--- src/rtl/acc_alu_pkg.sv ---
package acc_alu_pkg;
  localparam int FLAG_W = 8;
  localparam int F_CY = 0;
  localparam int F_P  = 2;
  localparam int F_AC = 4;
  localparam int F_Z  = 6;
  localparam int F_S  = 7;
  localparam logic [FLAG_W-1:0] FLAG_ONES = 8'h02;
  localparam logic [FLAG_W-1:0] FLAG_LIVE = 8'hD5;

  typedef enum logic [4:0] {
    OP_ADD  = 5'd0,  OP_ADC = 5'd1,  OP_SUB = 5'd2,  OP_SBB = 5'd3,
    OP_AND  = 5'd4,  OP_XOR = 5'd5,  OP_OR  = 5'd6,  OP_CMP = 5'd7,
    OP_INC  = 5'd8,  OP_DEC = 5'd9,  OP_RLC = 5'd10, OP_RRC = 5'd11,
    OP_RAL  = 5'd12, OP_RAR = 5'd13, OP_CMA = 5'd14, OP_STC = 5'd15,
    OP_CMC  = 5'd16, OP_DAA = 5'd17, OP_ANDI = 5'd18
  } alu_op_e;
endpackage

--- src/rtl/acc_alu_addsub.sv ---
module acc_alu_addsub #(
  parameter int DW = 8
) (
  input  logic [DW-1:0] x,
  input  logic [DW-1:0] y,
  input  logic          cin,
  input  logic          sub,
  output logic [DW-1:0] sum,
  output logic          cout,
  output logic          hout
);
  localparam int HW = DW / 2;

  logic [HW:0] lo;
  logic [DW:0] full;

  always_comb begin
    if (sub) begin
      lo   = {1'b0, x[HW-1:0]} - {1'b0, y[HW-1:0]} - {{HW{1'b0}}, cin};
      full = {1'b0, x} - {1'b0, y} - {{DW{1'b0}}, cin};
    end else begin
      lo   = {1'b0, x[HW-1:0]} + {1'b0, y[HW-1:0]} + {{HW{1'b0}}, cin};
      full = {1'b0, x} + {1'b0, y} + {{DW{1'b0}}, cin};
    end
    sum  = full[DW-1:0];
    cout = full[DW];   // carry out, or borrow when subtracting
    hout = lo[HW];
  end
endmodule

--- src/rtl/acc_alu_daa.sv ---
module acc_alu_daa #(
  parameter int DW = 8
) (
  input  logic [DW-1:0] a,
  input  logic          ac_in,
  input  logic          cy_in,
  output logic [DW-1:0] res,
  output logic          ac_out,
  output logic          cy_out
);
  localparam int HW = DW / 2;
  localparam logic [HW-1:0] DIG_MAX = HW'(9);
  localparam logic [HW-1:0] ADJ     = HW'(6);

  logic          lo_fix, hi_fix;
  logic [DW:0]   step1;
  logic [HW:0]   half;

  always_comb begin
    lo_fix = (a[HW-1:0] > DIG_MAX) | ac_in;
    step1  = {1'b0, a} + (lo_fix ? {{(DW+1-HW){1'b0}}, ADJ} : '0);
    half   = {1'b0, a[HW-1:0]} + (lo_fix ? {1'b0, ADJ} : '0);
    ac_out = half[HW];
    hi_fix = cy_in | step1[DW] | (step1[DW-1:HW] > DIG_MAX);
    res    = step1[DW-1:0] + (hi_fix ? {ADJ, {HW{1'b0}}} : '0);
    cy_out = hi_fix;
  end
endmodule

--- src/rtl/acc_alu_exec.sv ---
module acc_alu_exec
  import acc_alu_pkg::*;
#(
  parameter int DW = 8
) (
  input  alu_op_e           op,
  input  logic [DW-1:0]     a,
  input  logic [DW-1:0]     b,
  input  logic [FLAG_W-1:0] flg_in,
  output logic [DW-1:0]     res,
  output logic [FLAG_W-1:0] flg_out,
  output logic              we
);
  localparam int HW = DW / 2;

  logic          step_op, sub_op, cin;
  logic [DW-1:0] ax, ay, asum, dres;
  logic          acout, ahout, dac, dcy;
  logic          s, z, ac, p, cy, szp;

  always_comb begin
    step_op = (op == OP_INC) || (op == OP_DEC);
    sub_op  = (op == OP_SUB) || (op == OP_SBB) || (op == OP_CMP) || (op == OP_DEC);
    cin     = ((op == OP_ADC) || (op == OP_SBB)) && flg_in[F_CY];
    ax      = step_op ? b : a;
    ay      = step_op ? DW'(1) : b;
  end

  acc_alu_addsub #(.DW(DW)) u_addsub (
    .x(ax), .y(ay), .cin(cin), .sub(sub_op),
    .sum(asum), .cout(acout), .hout(ahout)
  );

  acc_alu_daa #(.DW(DW)) u_daa (
    .a(a), .ac_in(flg_in[F_AC]), .cy_in(flg_in[F_CY]),
    .res(dres), .ac_out(dac), .cy_out(dcy)
  );

  always_comb begin
    res = a;
    we  = 1'b0;
    szp = 1'b0;
    s   = flg_in[F_S];
    z   = flg_in[F_Z];
    ac  = flg_in[F_AC];
    p   = flg_in[F_P];
    cy  = flg_in[F_CY];
    unique case (op)
      OP_ADD, OP_ADC, OP_SUB, OP_SBB, OP_CMP: begin
        res = asum; cy = acout; ac = ahout; szp = 1'b1;
        we  = (op != OP_CMP);
      end
      OP_AND, OP_ANDI: begin
        res = a & b; cy = 1'b0; szp = 1'b1; we = 1'b1;
        ac  = (op == OP_AND) ? (a[HW-1] | b[HW-1]) : 1'b0;
      end
      OP_XOR: begin res = a ^ b; cy = 1'b0; ac = 1'b0; szp = 1'b1; we = 1'b1; end
      OP_OR:  begin res = a | b; cy = 1'b0; ac = 1'b0; szp = 1'b1; we = 1'b1; end
      OP_INC, OP_DEC: begin res = asum; ac = ahout; szp = 1'b1; end
      OP_RLC: begin res = {a[DW-2:0], a[DW-1]}; cy = a[DW-1]; we = 1'b1; end
      OP_RRC: begin res = {a[0], a[DW-1:1]};    cy = a[0];    we = 1'b1; end
      OP_RAL: begin res = {a[DW-2:0], cy};      cy = a[DW-1]; we = 1'b1; end
      OP_RAR: begin res = {cy, a[DW-1:1]};      cy = a[0];    we = 1'b1; end
      OP_CMA: begin res = ~a; we = 1'b1; end
      OP_STC: cy = 1'b1;
      OP_CMC: cy = ~cy;
      OP_DAA: begin res = dres; ac = dac; cy = dcy; szp = 1'b1; we = 1'b1; end
      default: ;
    endcase
    if (szp) begin
      s = res[DW-1];
      z = (res == '0);
      p = ~^res;
    end
    flg_out        = (flg_in & FLAG_LIVE) | FLAG_ONES;
    flg_out[F_S]   = s;
    flg_out[F_Z]   = z;
    flg_out[F_AC]  = ac;
    flg_out[F_P]   = p;
    flg_out[F_CY]  = cy;
  end
endmodule

--- src/rtl/acc_alu.sv ---
module acc_alu
  import acc_alu_pkg::*;
#(
  parameter int DW = 8
) (
  input  logic              clk,
  input  logic              rst,
  input  logic              exec_i,
  input  logic [4:0]        op_i,
  input  logic [DW-1:0]     acc_i,
  input  logic [DW-1:0]     opnd_i,
  output logic [DW-1:0]     res_o,
  output logic              acc_we_o,
  output logic [FLAG_W-1:0] flags_o
);
  logic [DW-1:0]     nres;
  logic [FLAG_W-1:0] nflg;
  logic              nwe;

  acc_alu_exec #(.DW(DW)) u_exec (
    .op(alu_op_e'(op_i)), .a(acc_i), .b(opnd_i), .flg_in(flags_o),
    .res(nres), .flg_out(nflg), .we(nwe)
  );

  always_ff @(posedge clk) begin
    if (rst) begin
      res_o    <= '0;
      acc_we_o <= 1'b0;
      flags_o  <= FLAG_ONES;
    end else if (exec_i) begin
      res_o    <= nres;
      acc_we_o <= nwe;
      flags_o  <= nflg;
    end else begin
      acc_we_o <= 1'b0;
    end
  end
endmodule

--- config.mk ---
export PLATFORM = sky130hd
export DESIGN_NAME = acc_alu
export DESIGN_NICKNAME = d
export VERILOG_FILES = /design/src/rtl/acc_alu_pkg.sv /design/src/rtl/acc_alu_addsub.sv /design/src/rtl/acc_alu_daa.sv /design/src/rtl/acc_alu_exec.sv /design/src/rtl/acc_alu.sv
export SDC_FILE = /design/constraint.sdc
export NUM_CORES = 1
export LEC_CHECK = 0
export CAP_MARGIN = 20
export CORE_ASPECT_RATIO = 1.25
export CORE_UTILIZATION = 65
export CTS_CLUSTER_SIZE = 12
export DETAILED_ROUTE_END_ITERATION = 12
export DONT_BUFFER_PORTS = 1
export PLACE_DENSITY = 0.84
export SETUP_SLACK_MARGIN = 0.2
export SLEW_MARGIN = 20
export SYNTH_ARGS = -nofsm -noshare
export SYNTH_HDL_FRONTEND = slang
export SYNTH_HIERARCHICAL = 1
export SYNTH_SLANG_ARGS = --single-unit
--- constraint.sdc ---
create_clock -name clk -period 6.7 [get_ports clk]
set_input_delay 1.34 -clock clk [delete_from_list [all_inputs] [get_ports clk]]
set_output_delay 1.34 -clock clk [all_outputs]
set_load 0.01 [all_outputs]
**Word-level counts from Yosys, hierarchy flattened**

Cells that the tools add are included.
W data, S select, Z words.

- Add/subtract/negate cells: 11
- Multiply operators: 0
- Div/mod/pow operators: 0
- $lt $le $gt $ge: 2
- Equality and inequality tests: 19
- Shift-type cells: 0
- Muxes and demuxes: 13
- Bitwise operators: 10
- Reductions and logical operators: 24

Operators with widths:

| kind | number |
|---|---|
| $pmux W8 S10 | 1 |
| $eq A5 B4 Y1 const B | 8 |
| $eq A5 B3 Y1 const B | 4 |
| $mux W8 | 2 |
| $eq A5 B5 Y1 const B | 3 |
| $reduce_or A12 Y1 | 1 |
| $eq A5 B2 Y1 const B | 2 |
| $reduce_or A10 Y1 | 1 |
| $reduce_or A2 Y1 | 5 |
| $add A8 B3 Y9 | 1 |
| $add A8 B8 Y9 | 1 |
| $add A9 B1 Y9 | 1 |
| $mux W9 | 1 |
| $sub A8 B8 Y9 | 1 |
| $sub A9 B1 Y9 | 1 |
| $add A8 B7 Y8 | 1 |
| $and A8 B8 Y8 | 1 |
| $gt A4 B4 Y1 const B | 2 |
| $logic_not A8 Y1 | 1 |
| $not A8 Y8 | 1 |
| $or A8 B8 Y8 | 1 |
| $reduce_xnor A8 Y1 | 1 |
| $xor A8 B8 Y8 | 1 |
| $mux W7 | 1 |
| 24 further kinds | 36 |

- Flip-flop bits (word level): 14
- Latch bits: 0
- RAM bits: 0
- Memory bits (read-only): 0
- Input port bits: 24
- Output and inout port bits: 17
- Memories kept: 0

**Depth between registers and ports, before layout**

- Depth after elaboration: 10
- Mapped depth: 27
- Gate-level depth less buffers: 24

**By module**

Netlist, hierarchy kept.

Modules (own cells, without submodules):

| module | times used | cells an instance | area an instance (um^2) | sequential area each (um^2) |
|---|---|---|---|---|
| acc_alu_exec | 1 | 257 | 1701.6 | 0.0 |
| acc_alu_addsub | 1 | 125 | 940.9 | 0.0 |
| acc_alu | 1 | 54 | 613.1 | 340.3 |
| acc_alu_daa | 1 | 26 | 221.5 | 0.0 |

**Worst setup path after synthesis**

No wires, ideal clock.

- Path type: input to register
- From: input port op_i[1]
- To: register flags_o[2]
- Library setup time: 0.117 ns
- Arrival time: 5.966 ns
- Path slack: 0.617 ns
- Stages: 27
- Cell sequence: buf_2 > buf_2 > nor4_2 > clkbuf_1 > nand2_1 > o21ai_0 > inv_1 > ha_1 > inv_1 > ha_1 > nand2_1 > a21oi_2 > o41ai_4 > xnor2_1 > a211o_1 > nor2b_1 > o221ai_1 > a221oi_2 > a2111o_1 > o22ai_1 > ha_1 > xor2_1 > xnor2_1 > o21ai_0 > buf_4 > mux2i_1 > nor2_1

- Longest elaborated chain between the ends: 8

RTL lines:

| element | RTL line | RTL |
|---|---|---|
| start, declared | acc_alu.sv:9 | `input logic [4:0] op_i,` |
| $eq A5 B4 Y1 | acc_alu_exec.sv:22 | `step_op = (op == OP_INC) \|\| (op == OP_DEC);` |
| $logic_or A1 B1 Y1 * | acc_alu_exec.sv:22 |  |
| $mux W8 * | acc_alu_exec.sv:25 | `ax = step_op ? b : a;` |
| net u_exec.ax[4] | acc_alu_exec.sv:17 | `logic [DW-1:0] ax, ay, asum, dres;` |
| $add A8 B8 Y9 or $sub A8 B8 Y9 (tied branches) | acc_alu_addsub.sv:23, acc_alu_addsub.sv:20 |  |
| $add A9 B1 Y9 or $sub A9 B1 Y9 (tied branches) | acc_alu_addsub.sv:23, acc_alu_addsub.sv:20 |  |
| $mux W9 * | acc_alu_addsub.sv:18 | `if (sub) begin` |
| net u_exec.asum[7] | acc_alu_exec.sv:17 |  |
| $pmux W8 S10 * | acc_alu_exec.sv:48 | `unique case (op)` |
| $reduce_xnor A8 Y1 * | acc_alu_exec.sv:73 | `p = ~^res;` |
| end signal, assigned | acc_alu.sv:33 | `flags_o <= nflg;` |
| end, declared | acc_alu.sv:14 | `output logic [FLAG_W-1:0] flags_o` |

Mark *: on every way through the listed nets, which the timed path passes. The rest lies on a longest branch.
A chain may end at the register's enable or synchronous reset.

**Worst setup path in the final report**

- From: input port op_i[3]
- To: register flags_o[2]

The elaborated chain is that of the path after synthesis.

==> metrics.txt <==
Crit Path Max Fanout 24; # diodes 0; CP max-delay cell a2111o_1; # IOs 41; clock latency on the worst-skew pair 250 ps; wire length of the first global-routing pass about 15000 µm; Top FF cell, synth dfxtp_1; Async SR Flop Fraction 0%; Syn Inst Count about 460; Yosys reg bits 17; CP Capture Type flip-flop; Max-Cap Viols 0; DRC 0; vias 3344; Final Net Count 513; Global Route Usage Sum 33.6%; Pleak about 0.0016 µW; clk_skew approximately 1.8 ps; share of layout cells above drive strength 1 around 6%; Syn Area/Cell around 7.5 µm²; dpl hpwl approximately 7400 µm; Synth area leaders ha_1 (16%), dfxtp_1 (9.8%), mux2i_1 (6.6%); worst vdd ir roughly 0.00022 V; unrepaired setup endpoints after global routing no; Initial Util ~68%; Final Util around 67%; Setup-failing EPs final 0; site row count 29; Starting DRT DRC Count approximately 190; gpl congestion approximately 0.93; Final Max Tran Viols 0; Tcrit/Tclk final between 80% and 90%; Synth top area share between 10% and 20%; synth-to-layout area growth -1.55%; CTS tree built; die height between 80 and 90 µm; Worst path most repeated cell ha_1; Final ANT Viol Nets 0; Via-to-Cell Ratio about 6.7; clock slew at reported path FFs about 60 ps; H-tree levels 1; core area 5120 µm²; Hold Buf Count CTS 0; final hold violation count 0; vias in the first global route a little over 3000; overflow left after global routing 0; Least-Margin Pin Slew 809 ps; outcome complete, no violations; postcts setup bufs 0; Worst slew margin 46.1%; slowest stage delay, CP ~430 ps; cell total after placement roughly 500; worst min path class flip-flop to flip-flop; # port buffers 0; clock sink total 17; Seq/Total Area, Yosys 9.79%; CP startpoint kind input pin; final instance area around 3400 µm²; Setup CP Type input pin to flip-flop; WP data arrival 5830 ps; leading area contributor after synthesis ha_1; Die Area approximately 5600 µm²; initial antenna violation count 0; Placed Area around 3400 µm²; CTS Root Cell clkbuf_8; Post-Syn Area roughly 3500 µm²; Fin Setup TNS 0 ps; Clock Path Buffers 2; routed wire length between 9000 and 10000 µm; CP required ~6800 ps; Max Clk Rate around 180 MHz; synth unique cells 70; Die X around 67 µm; Routed WL per cell approximately 18 µm; PD cells 138 nW/µm²; CTS buffer count 3; minimum clock period 5680 ps; Tot Pwr about 470 µW; Syn. warnings 6; CTS-repair resized insts 0; 1st-pass router iterations 5; number of flops mapped to enable cells by yosys 0; Non-Filler Instances 500; largest net degree at the start of global routing 29
-- placed cells by master, fill, tap and decap left out, types with 7 or more instances in the layout --
| cell type | n |
|---|---|
| a21oi_1 | 17 |
| dfxtp_1 | 17 |
| ha_1 | 44 |
| inv_1 | 44 |
| mux2i_1 | 23 |
| nand2_1 | 37 |
| nand3_1 | 8 |
| nor2_1 | 48 |
| nor3_1 | 10 |
| o21ai_0 | 27 |
| o22ai_1 | 9 |
| xnor2_1 | 14 |
| xor2_1 | 7 |
-- cell families after synthesis --
group	Yosys count	synth area share, %
muxes	25	7.27
xor gates and xnor gates	21	5.29
DFF	17	9.79
and+or+nand+nor	142	19.9
other	2	0.216
AOI/OAI and AO/OA	126	27.2
buffers and inverters	79	11.1
adders and majority gates	50	19.3
-- critical path: cells and delay by family --
kind | cells | cell delay (ps)
AOI/OAI and AO/OA | 8 | 1490
adders and majority gates | 3 | 1020
and+or+nand+nor | 6 | 780
buffers and inverters | 4 | 540
xor gates and xnor gates | 3 | 450
muxes | 1 | 170
-- sequential cells by signal, indices dropped and copies added (netlist names) --
register	flops
res_o	8
flags_o	8
acc_we_o	1
-- metrics by stage --
stage	hold WS, ps	worst slack [ps]
2_1_floorplan	531	617
3_3_place_gp	541	916
3_5_place_dp	550	769
4_1_cts	562	1020
5_1_grt	577	687
6_report	555	1020
-- metal layers --
layer | routed length, µm | GRT usage, % | vias to the layer above
met5 | 0 | 0 | -
met4 | 427 | 15.5 | 0
met3 | 736 | 6.01 | 35
met2 | 4420 | 55.8 | 160
met1 | 3640 | 40.4 | 1549
li1 | - | - | 1600
-- worst paths after layout --
path,from,endpoint,slack [ps],cells past startpoint
max,op_i[3],flags_o[2]$_SDFFE_PP0P_,1020,25
min,res_o[3]$_SDFFE_PP0P_,res_o[3]$_SDFFE_PP0P_,550,2
max reg2reg,flags_o[0]$_SDFFE_PP0P_,flags_o[2]$_SDFFE_PP0P_,2090,21
min reg2reg,res_o[3]$_SDFFE_PP0P_,res_o[3]$_SDFFE_PP0P_,550,2
-- synth_stat cells (3+ instances only) --
cell type  number
a211o_1         5
o22ai_1         9
o31ai_1         4
xnor2_1        14
nor2b_1         6
a211oi_1        3
dfxtp_1        17
o32ai_1         4
a22o_1          3
xor2_1          7
nand3_1         8
nor4_1          3
nor2_1         48
a22oi_1         4
a21o_1          6
clkbuf_1        6
buf_4           9
mux2i_1        23
fa_1            6
inv_1          44
o21ai_0        27
nor3_1         10
nand2_1        37
a221oi_2        4
ha_1           44
buf_2          14
a2bb2oi_1       6
nand4_1         4
a32o_1          5
a31oi_1         4
nand2b_1        6
a221o_1         4
a21oi_1        17
o32a_1          3
buf_6           3
-- area by class of cell --
cell class | instances | area (µm²)
clock inverter | 1 | 7.51
fill | 434 | 1690
clock buffer | 3 | 41.3
inverter | 46 | 173
sequential | 17 | 340
timing repair buffer | 4 | 30.0
tap | 62 | 77.6
multi-input combinational | 367 | 2750
-- power breakdown --
part / leakage (µW) / switching (µW) / internal (µW)
Clock: 0.0000217 / 33.7 / 41.8
Sequential: 0.000140 / 10.6 / 110
Combinational: 0.00140 / 152 / 126
(Power assumes the default switching activity.)
